===== config.mk =====
export PLATFORM = sky130hd
export DESIGN_NAME = store_buffer
export DESIGN_NICKNAME = d
export VERILOG_FILES = /design/src/rtl/sb_pkg.sv /design/src/rtl/sb_queue.sv /design/src/rtl/sb_fwd.sv /design/src/rtl/sb_fence.sv /design/src/rtl/store_buffer.sv
export SDC_FILE = /design/constraint.sdc
export NUM_CORES = 2
export LEC_CHECK = 0
export BUFFER_PORTS_ARGS = -buffer_cell sky130_fd_sc_hd__buf_2
export CORE_MARGIN = 2
export CORE_UTILIZATION = 58
export CTS_BUF_LIST = sky130_fd_sc_hd__clkbuf_8
export CTS_CLUSTER_DIAMETER = 60
export CTS_CLUSTER_SIZE = 28
export DETAILED_ROUTE_END_ITERATION = 10
export PLACE_DENSITY_LB_ADDON = 0.1
export SYNTH_ARGS = -nofsm -noshare
export SYNTH_HDL_FRONTEND = slang
export SYNTH_SLANG_ARGS = --single-unit

===== constraint.sdc =====
create_clock -name clk -period 9.8 [get_ports clk]
set_input_delay 0.98 -clock clk [delete_from_list [all_inputs] [get_ports clk]]
set_output_delay 0.98 -clock clk [all_outputs]
set_load 0.05 [all_outputs]

===== src/rtl/sb_pkg.sv =====
package sb_pkg;
    typedef enum logic [1:0] {
        FS_IDLE,
        FS_WAIT,
        FS_DONE
    } fence_st_t;
endpackage


===== src/rtl/sb_queue.sv =====
module sb_queue #(
    parameter int DEPTH   = 8,
    parameter int ADDR_W  = 32,
    parameter int DATA_W  = 64,
    parameter int BE_W    = 8,
    parameter int PW      = 3,
    parameter int CW      = 4
) (
    input  logic              clk,
    input  logic              rst_n,
    input  logic              enq,
    input  logic              enq_spec,
    input  logic [ADDR_W-1:0] enq_addr,
    input  logic [DATA_W-1:0] enq_data,
    input  logic [BE_W-1:0]   enq_be,
    input  logic              commit,
    input  logic              squash,
    input  logic              deq,
    output logic [PW-1:0]     head,
    output logic [CW-1:0]     cnt,
    output logic [CW-1:0]     ncom,
    output logic [CW-1:0]     cnt_nxt,
    output logic [ADDR_W-1:0] e_addr [DEPTH],
    output logic [DATA_W-1:0] e_data [DEPTH],
    output logic [BE_W-1:0]   e_be   [DEPTH]
);
    localparam int SW = PW + CW + 1;

    logic [PW-1:0] head_q, tail_q, head_n, tail_n;
    logic [CW-1:0] cnt_q, ncom_q, cnt_n, ncom_n;
    logic          com_add, enq_com;

    function automatic logic [PW-1:0] wrap_add(input logic [PW-1:0] p, input logic [CW-1:0] n);
        logic [SW-1:0] s;
        s = SW'(p) + SW'(n);
        if (s >= SW'(DEPTH)) s = s - SW'(DEPTH);
        return s[PW-1:0];
    endfunction

    assign com_add = commit && !squash && (ncom_q < cnt_q);
    assign enq_com = enq && !enq_spec && ((ncom_q + CW'(com_add)) == cnt_q);

    always_comb begin
        head_n = deq ? wrap_add(head_q, CW'(1)) : head_q;
        if (squash) begin
            cnt_n  = ncom_q - CW'(deq);
            ncom_n = ncom_q - CW'(deq);
            tail_n = wrap_add(head_q, ncom_q);
        end else begin
            cnt_n  = cnt_q + CW'(enq) - CW'(deq);
            ncom_n = ncom_q + CW'(com_add) + CW'(enq_com) - CW'(deq);
            tail_n = enq ? wrap_add(tail_q, CW'(1)) : tail_q;
        end
    end

    always_ff @(posedge clk) begin
        if (!rst_n) begin
            head_q <= '0;
            tail_q <= '0;
            cnt_q  <= '0;
            ncom_q <= '0;
        end else begin
            head_q <= head_n;
            tail_q <= tail_n;
            cnt_q  <= cnt_n;
            ncom_q <= ncom_n;
        end
    end

    always_ff @(posedge clk) begin
        if (enq) begin
            e_addr[tail_q] <= enq_addr;
            e_data[tail_q] <= enq_data;
            e_be[tail_q]   <= enq_be;
        end
    end

    assign head    = head_q;
    assign cnt     = cnt_q;
    assign ncom    = ncom_q;
    assign cnt_nxt = cnt_n;

    // committed entries always form a prefix of the held entries
    p_ncom_le_cnt_r6: assert property (@(posedge clk) disable iff (!rst_n)
        ncom_q <= cnt_q);
    // occupancy never exceeds the depth
    p_no_overflow_r1: assert property (@(posedge clk) disable iff (!rst_n)
        cnt_q <= CW'(DEPTH));
    // only committed entries may be dequeued
    p_deq_committed_r5: assert property (@(posedge clk) disable iff (!rst_n)
        deq |-> (ncom_q != '0));
endmodule


===== src/rtl/sb_fwd.sv =====
module sb_fwd #(
    parameter int DEPTH  = 8,
    parameter int ADDR_W = 32,
    parameter int BE_W   = 8,
    parameter int DATA_W = 64,
    parameter int PW     = 3,
    parameter int CW     = 4
) (
    input  logic [ADDR_W-1:0] ld_addr,
    input  logic [DATA_W-1:0] ld_cache,
    input  logic [PW-1:0]     head,
    input  logic [CW-1:0]     cnt,
    input  logic [ADDR_W-1:0] e_addr [DEPTH],
    input  logic [DATA_W-1:0] e_data [DEPTH],
    input  logic [BE_W-1:0]   e_be   [DEPTH],
    output logic [DATA_W-1:0] ld_data,
    output logic [BE_W-1:0]   ld_hit
);
    localparam int IW = PW + 1;

    // Scan from oldest to youngest; a later match overrides an earlier one.
    always_comb begin
        ld_data = ld_cache;
        ld_hit  = '0;
        for (int k = 0; k < DEPTH; k++) begin
            logic [IW-1:0] s;
            s = IW'(head) + IW'(k);
            if (s >= IW'(DEPTH)) s = s - IW'(DEPTH);
            if ((CW'(k) < cnt) && (e_addr[s[PW-1:0]] == ld_addr)) begin
                for (int b = 0; b < BE_W; b++) begin
                    if (e_be[s[PW-1:0]][b]) begin
                        ld_hit[b]         = 1'b1;
                        ld_data[8*b +: 8] = e_data[s[PW-1:0]][8*b +: 8];
                    end
                end
            end
        end
    end
endmodule


===== src/rtl/sb_fence.sv =====
module sb_fence #(
    parameter int CW = 4
) (
    input  logic          clk,
    input  logic          rst_n,
    input  logic          fence_req,
    input  logic [CW-1:0] cnt,
    input  logic [CW-1:0] cnt_nxt,
    input  logic          deq,
    output logic          fence_done
);
    import sb_pkg::*;

    fence_st_t     st_q, st_n;
    logic [CW-1:0] pend_q, base, rem;

    always_comb begin
        base = (st_q == FS_IDLE) ? cnt : pend_q;
        rem  = base - CW'(deq);
        if (rem > cnt_nxt) rem = cnt_nxt;
        st_n = st_q;
        unique case (st_q)
            FS_IDLE: if (fence_req) st_n = (rem == '0) ? FS_DONE : FS_WAIT;
            FS_WAIT: st_n = (rem == '0) ? FS_DONE : FS_WAIT;
            FS_DONE: st_n = FS_IDLE;
            default: st_n = FS_IDLE;
        endcase
    end

    always_ff @(posedge clk) begin
        if (!rst_n) begin
            st_q   <= FS_IDLE;
            pend_q <= '0;
        end else begin
            st_q <= st_n;
            if (st_n == FS_WAIT) pend_q <= rem;
        end
    end

    always_comb begin
        fence_done = (st_q == FS_DONE);
    end

    // completion is a single-cycle pulse
    p_done_pulse_r8: assert property (@(posedge clk) disable iff (!rst_n)
        fence_done |=> !fence_done);
    // a waiting fence never finishes while its pending count is above zero and nothing leaves
    p_wait_holds_r8: assert property (@(posedge clk) disable iff (!rst_n)
        (st_q == FS_WAIT && !deq && cnt_nxt >= pend_q) |=> !fence_done);
endmodule


===== src/rtl/store_buffer.sv =====
module store_buffer #(
    parameter int DEPTH     = 8,
    parameter int BLK_BYTES = 8,
    parameter int ADDR_W    = 32
) (
    input  logic                   clk,
    input  logic                   rst_n,
    input  logic                   st_valid,
    input  logic [ADDR_W-1:0]      st_addr,
    input  logic [8*BLK_BYTES-1:0] st_data,
    input  logic [BLK_BYTES-1:0]   st_be,
    input  logic                   st_spec,
    output logic                   st_full,
    input  logic                   commit,
    input  logic                   squash,
    input  logic                   fence_req,
    output logic                   fence_done,
    output logic                   mem_valid,
    input  logic                   mem_ready,
    output logic [ADDR_W-1:0]      mem_addr,
    output logic [8*BLK_BYTES-1:0] mem_data,
    output logic [BLK_BYTES-1:0]   mem_be,
    input  logic [ADDR_W-1:0]      ld_addr,
    input  logic [8*BLK_BYTES-1:0] ld_cache,
    output logic [8*BLK_BYTES-1:0] ld_data,
    output logic [BLK_BYTES-1:0]   ld_hit
);
    localparam int DATA_W = 8 * BLK_BYTES;
    localparam int PW     = (DEPTH > 1) ? $clog2(DEPTH) : 1;
    localparam int CW     = $clog2(DEPTH + 1);

    logic [PW-1:0]     head;
    logic [CW-1:0]     cnt, ncom, cnt_nxt;
    logic [ADDR_W-1:0] e_addr [DEPTH];
    logic [DATA_W-1:0] e_data [DEPTH];
    logic [BLK_BYTES-1:0] e_be [DEPTH];
    logic              enq, deq;

    assign st_full   = (cnt == CW'(DEPTH));
    assign enq       = st_valid && !st_full && !squash;
    assign mem_valid = (ncom != '0);
    assign deq       = mem_valid && mem_ready;
    assign mem_addr  = e_addr[head];
    assign mem_data  = e_data[head];
    assign mem_be    = e_be[head];

    sb_queue #(.DEPTH(DEPTH), .ADDR_W(ADDR_W), .DATA_W(DATA_W), .BE_W(BLK_BYTES),
               .PW(PW), .CW(CW)) u_queue (
        .clk(clk), .rst_n(rst_n), .enq(enq), .enq_spec(st_spec),
        .enq_addr(st_addr), .enq_data(st_data), .enq_be(st_be),
        .commit(commit), .squash(squash), .deq(deq),
        .head(head), .cnt(cnt), .ncom(ncom), .cnt_nxt(cnt_nxt),
        .e_addr(e_addr), .e_data(e_data), .e_be(e_be)
    );

    sb_fwd #(.DEPTH(DEPTH), .ADDR_W(ADDR_W), .BE_W(BLK_BYTES), .DATA_W(DATA_W),
             .PW(PW), .CW(CW)) u_fwd (
        .ld_addr(ld_addr), .ld_cache(ld_cache), .head(head), .cnt(cnt),
        .e_addr(e_addr), .e_data(e_data), .e_be(e_be),
        .ld_data(ld_data), .ld_hit(ld_hit)
    );

    sb_fence #(.CW(CW)) u_fence (
        .clk(clk), .rst_n(rst_n), .fence_req(fence_req), .cnt(cnt),
        .cnt_nxt(cnt_nxt), .deq(deq), .fence_done(fence_done)
    );

    // a store offered while full does not grow the queue
    p_full_drop_r1: assert property (@(posedge clk) disable iff (!rst_n)
        (st_full && st_valid) |=> (cnt <= $past(cnt)));
    // the offered entry holds while memory stalls
    p_head_hold_r5: assert property (@(posedge clk) disable iff (!rst_n)
        (mem_valid && !mem_ready) |=> (mem_valid && $stable(mem_addr)
                                       && $stable(mem_data) && $stable(mem_be)));
    // after a squash no speculative entry remains
    p_squash_clear_r7: assert property (@(posedge clk) disable iff (!rst_n)
        squash |=> (cnt == ncom));
    // an empty queue forwards nothing
    p_empty_nohit_r3: assert property (@(posedge clk) disable iff (!rst_n)
        (cnt == '0) |-> (ld_hit == '0));
endmodule


==> impl_metrics.json <==
{
  "multi_input_comb_area_sq_um": 42400,
  "dr.pass1.iters": 7,
  "die_h_um": 353,
  "holdBufCountCts": 0,
  "globalRoute.totalOverflow": 0,
  "grt_first_pass_wirelength_mm": 376,
  "power_density_nw_per_um2": 272,
  "viasPerCell": 7.65,
  "critPathTopFamily": "compound AO/OA/AOI/OAI gates",
  "finalCritPeriodShare_pct": 93.8,
  "crit_fanout": 165,
  "finalClockSkew_ps": 46.0,
  "reg2reg_depth": 19,
  "cts_buffer_depth": 3,
  "dieWidth_um": 353,
  "insertion_delay_ps": 890,
  "start_kind": "flop",
  "port_buffers": 386,
  "min_to": "u_queue.e_data[328]",
  "ys_seq_area_share_pct": 35.9,
  "routed_wl_mm": 261,
  "drt_iter0_drc": 8899,
  "cts-root-buf": "clkbuf_8",
  "finalSetupViolations": 0,
  "synth_edf_count": 832,
  "path_buf_inv": 3,
  "grt_max_degree": 166,
  "synth_area_leaders": "edfxtp_1 (35%), mux4_2 (26%), mux2i_1 (6.6%)",
  "drive_gt1_share_pct": 28.2,
  "arrival_ps": 8220,
  "syn_area_sq_um": 70700,
  "cts_setup_buffers": 0,
  "whs_ps": 366,
  "ir_drop_v": 0.000537,
  "antenna_found_initial": 42,
  "cts_resized": 0,
  "clkTransAtPathRegs_ps": 100,
  "tritoncts": "built",
  "area_growth_pct": 6.67,
  "syn_nets": 6114,
  "ios": 387,
  "worstSetupPathType": "reg2out",
  "htree_num_levels": 3,
  "reg2reg_from": "u_queue.cnt[1]",
  "numCtsBuffers": 86,
  "setup_tns_ps": 0,
  "yosys_register_bits": 852,
  "synth_top_area_share_pct": 35.3,
  "rows": 128,
  "syn_inst": 5875,
  "start_util_pct": 58.2,
  "slew_headroom_pct": 15.1,
  "finalHoldViolations": 0,
  "dr_total_vias": 58600,
  "avgSynthCellArea_sq_um": 12.0,
  "nFillCells": 9619,
  "grt_pass1_vias": 54400,
  "layout.area.seq_sq_um": 25400,
  "async_flop_share_pct": 0,
  "hp-class": "in2reg",
  "crit_chain": "buf_4, buf_12, mux4_2, a21oi_1, xnor2_1, nor4_1, o2111ai_4, o31ai_2, a221oi_1, o21ai_1, o21ai_0, buf_2",
  "ant_nets": 0,
  "timing.rr.end": "u_fence.pend_q[1]",
  "dp.final_hpwl_mm": 174,
  "slew_viol_final": 0,
  "fin_crit_ps": 9200,
  "slowest_delay_ps": 1230,
  "synth_largest_area_cell": "edfxtp_1",
  "hp-start": "st_data[8]",
  "tightest_slew_ps": 1270,
  "maxCapViolCount": 0,
  "hold_path_depth": 1,
  "slowest_stage": "o31ai_2",
  "clkSinkCount": 852,
  "synthFlopType": "edfxtp_1",
  "yosysWarnings": 0,
  "nets": 6169,
  "wire_per_inst_um": 34.1,
  "leakage_nw": 25.2,
  "required_ps": 8820,
  "critPathCaptureType": "output pin",
  "fmax_ghz": 0.109,
  "ys_types": 97,
  "die-area_sq_um": 125000,
  "r2r_slack_ps": 4510,
  "track_usage_pct": 41.0,
  "place_congestion": 1.05,
  "outcome": "completed",
  "drcViolationCount": 0,
  "rsz0062_at_grt": "false",
  "coreArea_sq_um": 121000
}
[synthesized netlist by cell type, types with 12 or more instances]
| library cell | count |
|---|---|
| a2111oi_0 | 15 |
| a211oi_1 | 75 |
| a21oi_1 | 66 |
| a221oi_1 | 38 |
| a22oi_1 | 38 |
| a311oi_1 | 67 |
| a31oi_1 | 22 |
| a32oi_1 | 12 |
| and2_1 | 39 |
| and3_1 | 49 |
| buf_1 | 39 |
| buf_2 | 187 |
| buf_4 | 46 |
| buf_6 | 40 |
| clkbuf_1 | 227 |
| dfxtp_1 | 20 |
| edfxtp_1 | 832 |
| ha_1 | 28 |
| inv_1 | 62 |
| mux2_2 | 79 |
| mux2i_1 | 467 |
| mux4_1 | 25 |
| mux4_2 | 814 |
| nand2_1 | 762 |
| nand2b_1 | 26 |
| nand3_1 | 374 |
| nand3b_1 | 66 |
| nand4_1 | 51 |
| nor2_1 | 378 |
| nor2b_1 | 18 |
| nor3_1 | 89 |
| nor4_1 | 12 |
| o2111ai_1 | 19 |
| o211ai_1 | 115 |
| o21ai_0 | 63 |
| o21ai_1 | 73 |
| o221a_1 | 21 |
| o221a_2 | 38 |
| o221ai_1 | 19 |
| o22ai_1 | 31 |
| o311a_1 | 13 |
| or2_2 | 17 |
| or3_1 | 17 |
| xnor2_1 | 185 |
| xor2_1 | 27 |
[registers in the layout, indices dropped and copies added (netlist names)]
register / flops
u_fence.pend_q: 4
u_queue.ncom: 4
u_queue.cnt: 4
u_queue.e_data: 512
u_queue.e_be: 64
u_queue.head: 3
u_queue.tail_q: 3
u_fence.st_q: 2
u_queue.e_addr: 256
[how the worst max path moves through the flow]
| stage | start | endpoint | slack (ps) | depth (start not counted) |
|---|---|---|---|---|
| after floorplan | squash | u_queue.e_addr[224] | 490 | 3 |
| after global placement | u_queue.head[1] | ld_data[0] | 1900 | 14 |
| after detailed placement | u_queue.head[0] | ld_data[62] | 1800 | 13 |
| after CTS | u_queue.head[0] | ld_data[62] | 860 | 13 |
| after global routing | u_queue.head[0] | ld_data[45] | 420 | 16 |
| final | u_queue.head[1] | ld_data[19] | 600 | 12 |
[worst register-to-register path: stages (launching register included)]
cell and delay, ps:
dfxtp_1 420, nor2_1 760, nand2_1 230, nand2_1 200
nor2_1 120, ha_1 250, fa_1 520, nor2_1 40
a21oi_1 270, inv_1 110, ha_1 310, nor2b_1 130
o21a_1 160, o21a_1 160, o21ai_1 510, mux2i_1 200
and3_1 250, nor2_1 270, o211ai_1 140, o211a_1 150
[layer usage]
layer	GRT usage, %	vias up	wire length (um)
met5	0	-	270
met4	19.9	36	14800
met3	10.6	771	34700
met2	61.7	4594	117000
met1	56.0	29400	94200
li1	-	23800	-
[power breakdown]
group	total (mW)	internal, mW	switching (mW)	leakage (nW)
Sequential	4.40	4.19	0.216	7.68
Combinational	13.4	5.26	8.12	16.5
Clock	2.73	1.10	1.63	1.05
Total	20.5	10.5	9.96	25.2
[cells by family (layout without fill, tap and decap cells)]
family | after synthesis | after routing | share of synthesized area (%)
flops | 852 | 852 | 35.9
buf+inv | 619 | 745 | 4.39
fa+ha+maj | 31 | 31 | 0.581
xor+xnor | 215 | 215 | 2.70
simple gates | 1953 | 1953 | 12.9
compound gates | 814 | 814 | 8.72
other cells | 0 | 29 | 0
mux | 1391 | 1391 | 34.8
[stage by stage]
| step | worst slack (ps) | total power [mW] | cell area [sq um] | std cells | utilization (%) |
|---|---|---|---|---|---|
| after floorplan | 487 | 14.5 | 70700 | 5875 | - |
| after global placement | 1900 | 17.4 | 73200 | 7467 | 60.3 |
| after detailed placement | 1800 | 17.5 | 73200 | 7467 | 60.3 |
| after CTS | 858 | 20.2 | 75300 | 7626 | 62.1 |
| after global routing | 418 | 21.3 | 75400 | 7638 | 62.1 |
| final | 605 | 20.5 | 75400 | 7655 | 62.1 |
[cell usage in the layout (no fill, tap or decap), drive strengths merged, types with 40 or more instances in the layout]
| master | synthesis | final |
|---|---|---|
| inv | 67 | 111 |
| nand3 | 379 | 379 |
| o211ai | 115 | 115 |
| and3 | 49 | 49 |
| mux4 | 839 | 839 |
| buf | 318 | 514 |
| a21oi | 66 | 66 |
| mux2i | 472 | 472 |
| mux2 | 80 | 80 |
| and2 | 40 | 40 |
| edfxtp | 832 | 832 |
| nand4 | 55 | 55 |
| nor3 | 93 | 93 |
| a211oi | 75 | 75 |
| a311oi | 67 | 67 |
| clkbuf | 229 | 87 |
| nor2 | 383 | 383 |
| o221a | 59 | 59 |
| xnor2 | 186 | 186 |
| nand3b | 66 | 66 |
| nand2 | 762 | 762 |
| o21ai | 136 | 136 |
[area by class of cell]
class,instances,share of cell area (%)
Antenna cell,29,0.0962
Multi-Input combinational cell,4404,56.3
Timing Repair Buffer,514,4.06
Clock inverter,72,1.23
Tap cell,1625,2.70
Inverter,72,0.368
Clock buffer,87,1.59
Sequential cell,852,33.7
No activity file was read; power rests on OpenSTA's default activity.
